`config.mk`:
```
export PLATFORM = sky130hd
export DESIGN_NAME = mcu_bus_adapter
export DESIGN_NICKNAME = d
export VERILOG_FILES = /design/src/rtl/mba_pkg.sv /design/src/rtl/addr_capture.sv /design/src/rtl/page_reg.sv /design/src/rtl/idle_monitor.sv /design/src/rtl/mcu_bus_adapter.sv
export SDC_FILE = /design/constraint.sdc
export NUM_CORES = 1
export LEC_CHECK = 0
export CORE_UTILIZATION = 40
export CTS_CLUSTER_DIAMETER = 150
export DETAILED_ROUTE_END_ITERATION = 10
export PLACE_DENSITY = 0.74
export SETUP_SLACK_MARGIN = 0.5
export SYNTH_ARGS = -nofsm -noshare
export SYNTH_HDL_FRONTEND = slang
export SYNTH_SLANG_ARGS = --single-unit
export TNS_END_PERCENT = 100
```
`constraint.sdc`:
```
create_clock -name clk_i -period 5.1 [get_ports clk_i]
set_clock_uncertainty 0.05 [all_clocks]
set_input_delay 1.02 -clock clk_i [delete_from_list [all_inputs] [get_ports clk_i]]
set_output_delay 1.02 -clock clk_i [all_outputs]
set_load 0.03 [all_outputs]
```
`src/rtl/mba_pkg.sv`:
```
package mba_pkg;
  typedef enum logic {BUS_SPLIT = 1'b0, BUS_MUX = 1'b1} bus_mode_e;

  function automatic logic level_active(input logic sig, input logic pol);
    return sig == pol;
  endfunction
endpackage

```
`src/rtl/addr_capture.sv`:
```
module addr_capture #(
  parameter int unsigned LO_W = 8
) (
  input  logic            clk_i,
  input  logic            rst_ni,
  input  logic            clr_i,
  input  logic            mux_i,
  input  logic            active_i,
  input  logic [LO_W-1:0] ad_i,
  output logic [LO_W-1:0] lo_o
);
  import mba_pkg::*;
  logic [LO_W-1:0] lo_q;
  bus_mode_e mode;

  assign mode = bus_mode_e'(mux_i);

  always_ff @(posedge clk_i or negedge rst_ni) begin
    if (!rst_ni)                             lo_q <= '0;
    else if (clr_i)                          lo_q <= '0;
    else if (mode == BUS_MUX && active_i)    lo_q <= ad_i;
  end

  // separate bus: transparent path
  assign lo_o = (mode == BUS_MUX) ? lo_q : ad_i;
endmodule

```
`src/rtl/page_reg.sv`:
```
module page_reg #(
  parameter int unsigned PAGE_W = 4
) (
  input  logic              clk_i,
  input  logic              rst_ni,
  input  logic              clr_i,
  input  logic              we_i,
  input  logic [PAGE_W-1:0] d_i,
  output logic [PAGE_W-1:0] page_o
);
  always_ff @(posedge clk_i or negedge rst_ni) begin
    if (!rst_ni)    page_o <= '0;
    else if (clr_i) page_o <= '0;
    else if (we_i)  page_o <= d_i;
  end
endmodule

```
`src/rtl/idle_monitor.sv`:
```
module idle_monitor #(
  parameter int unsigned CNT_W = 16
) (
  input  logic             clk_i,
  input  logic             rst_ni,
  input  logic             clr_i,
  input  logic             strobe_i,
  input  logic [CNT_W-1:0] limit_i,
  output logic             pdn_o
);
  logic             strobe_q;
  logic             edge_det;
  logic [CNT_W-1:0] cnt_q;

  assign edge_det = strobe_i ^ strobe_q;

  always_ff @(posedge clk_i or negedge rst_ni) begin
    if (!rst_ni) begin
      strobe_q <= 1'b0;
      cnt_q    <= '0;
      pdn_o    <= 1'b0;
    end else begin
      strobe_q <= strobe_i;
      if (clr_i || edge_det) begin
        cnt_q <= '0;
        pdn_o <= 1'b0;
      end else if (cnt_q >= limit_i) begin
        // saturate; >= covers a limit lowered mid-count
        pdn_o <= 1'b1;
      end else begin
        cnt_q <= cnt_q + 1'b1;
      end
    end
  end
endmodule

```
`src/rtl/mcu_bus_adapter.sv`:
```
module mcu_bus_adapter #(
  parameter int unsigned LO_W   = 8,
  parameter int unsigned ADDR_W = 16,
  parameter int unsigned PAGE_W = 4,
  parameter int unsigned CNT_W  = 16,
  localparam int unsigned HI_W  = ADDR_W - LO_W,
  localparam int unsigned EXT_W = ADDR_W + PAGE_W
) (
  input  logic              clk_i,
  input  logic              rst_ni,
  input  logic              cfg_mux_i,
  input  logic              cfg_ale_pol_i,
  input  logic              cfg_rst_pol_i,
  input  logic              bus_rst_i,
  input  logic              ale_i,
  input  logic [LO_W-1:0]   ad_i,
  input  logic [HI_W-1:0]   addr_hi_i,
  input  logic              page_we_i,
  input  logic [PAGE_W-1:0] page_d_i,
  input  logic [CNT_W-1:0]  idle_limit_i,
  output logic [ADDR_W-1:0] addr_o,
  output logic [EXT_W-1:0]  page_addr_o,
  output logic              pdn_o
);
  import mba_pkg::*;

  logic              bus_clr;
  logic              ale_act;
  logic [LO_W-1:0]   lo_addr;
  logic [PAGE_W-1:0] page;

  assign bus_clr = level_active(bus_rst_i, cfg_rst_pol_i);
  assign ale_act = level_active(ale_i, cfg_ale_pol_i);

  addr_capture #(.LO_W(LO_W)) i_addr_capture (
    .clk_i, .rst_ni, .clr_i(bus_clr), .mux_i(cfg_mux_i),
    .active_i(ale_act), .ad_i, .lo_o(lo_addr)
  );

  page_reg #(.PAGE_W(PAGE_W)) i_page_reg (
    .clk_i, .rst_ni, .clr_i(bus_clr), .we_i(page_we_i),
    .d_i(page_d_i), .page_o(page)
  );

  idle_monitor #(.CNT_W(CNT_W)) i_idle_monitor (
    .clk_i, .rst_ni, .clr_i(bus_clr), .strobe_i(ale_i),
    .limit_i(idle_limit_i), .pdn_o
  );

  assign addr_o      = {addr_hi_i, lo_addr};
  assign page_addr_o = {page, addr_o};
endmodule

```
==> run metrics <==
top fanout value on the critical path=9; Clk pwr share=36.8%; max incr delay on CP=0.71 ns; CP Cell Sequence=clkdlybuf4s50_1, mux2_2, clkdlybuf4s50_1; Syn Nets=284; min-delay worst type=reg -> reg; Area contributors post-synth=dfrtp_1 (35%), ha_1 (10%), buf_4 (8.5%); synthesized flop and latch total=30; final wirelength=~4200 um; Initial Utilization=between 40% and 50%; Design Area, Final=2670 um2; Port Buf Inserts=56; crit end category=output pin; # DRC=0; Hold Buf Count CTS=0; first-pass GRT wire length=6870 um; io pins=81; Die Wd=about 75 um; H-Tree Level Count=2; Inserted Diodes=0; Detailed Place HPWL=~3100 um; DRT iter0 DRCs=93; most frequent cells in the layout=clkdlybuf4s50_1 (56), dfrtp_1 (30), nor2_1 (22); Pint=0.464 mW; post-CTS setup buffer count=0; critical path's most frequent cell=clkdlybuf4s50_1; Max transition margin=28.1%; clock latency on the worst-skew pair=between 0.2 and 0.3 ns; std cell rows=26; cells after synthesis=223; Reg clk slew, reported paths=0.06 ns; Tmin final=3.80 ns; die area=approximately 5600 um2; Final Power=around 0.63 mW; gr usage total=approximately 16%; fin worst setup slack=1.30 ns; worst slew pin tran=1.08 ns; static leakage=between 1 and 1.5 nW; Synth cell types=37; Routed Antenna Nets=0; Post-Layout Cell Count=326; switching power=0.166 mW; core area=5110 um2; Area growth syn-to-layout=26.0%; Root Buffer=clkbuf_8; startpoint types=input port; endpoints failing hold=0; Setup TNS Final=0 ns; DR pass1 iterations=6; Cells after DPL=around 320; routed vias=1650; Worst Setup Path Type=in -> out; Yosys Warn Count=0; synthesized area=roughly 2100 um2; Max Slew Vio Count=0; vias in the first global route=1568; per-cell routed wire length=~13 um; hold_ws=0.465 ns; area fraction of the dominant cell type after synthesis=35.5%; vias per cell=5.06; CTS tree=built; post-cts resize count=0; Placed Area=2560 um2; worst slack, placed=1.30 ns; mean post-synth cell area=~9.5 um2; initial antenna violation count=0; reg-to-reg slack, setup=roughly 2.4 ns; Fmax=263 MHz; share of cells above drive strength 1=9.77%; slowest cell on the critical path=clkdlybuf4s50_1; Max clock buf depth=2; Worst EP arrival=2.73 ns; commonest non-fill, non-tap cell in the layout=clkdlybuf4s50_1; clk sinks=30; largest net degree at the start of global routing=31; CP required=~4.0 ns; Flop pwr share=40.1%; Final Core Density=52.2%; final setup fails=0; cell taking the most area after synthesis=dfrtp_1; period utilization=74.5%; RSZ-0062 raised after global routing=no; CTS buffer count=5; Peak VDD IR=164 uV; Sw Ratio=26.3%; GP Congestion=~0.67; # nets final=around 320; Max Cap Viol=0; Seq/Total Area, Yosys=35.5%; GRT Residual Overflow=0; outcome=finished, final reports clean; Power Density=roughly 240 nW/um2; height of the die=74.7 um; combinational share of power=23.1%
[synth_stat cells, drive strengths merged]
library cell,n
xnor2,4
dfrtp,30
nand2,7
a2111oi,1
xor2,1
clkbuf,7
o21ai,8
nand4,4
inv,18
or2,2
nor4,1
and4,1
ha,17
o211ai,1
o31ai,9
or3,4
buf,26
a211oi,2
mux2i,13
o2111ai,1
mux2,8
nor3,2
or4,9
nor2,22
nand2b,2
a21oi,15
a21o,1
nand3,5
o21a,2
[worst max-delay path: cells and delay by family]
kind / cells / cell delay [ns]
buffers and inverters: 2 / 1.31
muxes: 1 / 0.40
[power by group through the flow]
stage               Clock, mW  Sequential (mW)  Combinational [mW]
floorplan                   0            0.260               0.105
global placement            0            0.257               0.144
detailed placement          0            0.257               0.147
CTS                     0.239            0.253               0.147
global route            0.253            0.253               0.158
finish                  0.232            0.252               0.146
[worst paths after layout]
path / start / to / cells past startpoint
max: cfg_mux_i / page_addr_o[3] / 3
min: i_page_reg.page_o[1] / i_page_reg.page_o[1] / 2
max reg2reg: i_idle_monitor.cnt_q[13] / i_idle_monitor.cnt_q[1] / 7
min reg2reg: i_page_reg.page_o[1] / i_page_reg.page_o[1] / 2
max in group asynchronous: rst_ni / i_idle_monitor.cnt_q[4] / 2
min in group asynchronous: rst_ni / i_idle_monitor.cnt_q[14] / 2
[layer usage]
layer	vias up	wire length (um)	track usage [%]	share of wire (%)
met5	-	0	0	0
met3	4	186	4.82	4.4
met1	784	1850	19.8	44
met4	0	35	5.45	0.84
met2	34	2110	27.6	51
li1	828	-	-	-
[flip-flops by register name, indices dropped and copies added, names as in the netlist]
name,cells
i_idle_monitor.strobe_q,1
i_idle_monitor.cnt_q,16
i_page_reg.page_o,4
i_idle_monitor.pdn_o,1
i_addr_capture.lo_q,8
[kinds of logic (layout without fill, tap and decap cells)]
logic type	Yosys count	count (layout)	synth area share (%)
compound gates	40	40	13.0
fa+ha+maj	17	17	10.1
buf+inv	51	84	13.7
xor+xnor	5	5	2.07
mux	21	21	10.4
simple gates	59	59	15.3
flops	30	30	35.5
[area by class of cell]
class	instances	area [um2]
repair buffers	58	576
well taps	70	87.6
clock buffers	5	68.8
multi-input cells	142	1070
clock inverters	3	40.0
fillers	499	2440
flip-flops and latches	30	751
inverters	18	67.6
No activity file was read; power rests on OpenSTA's default activity.
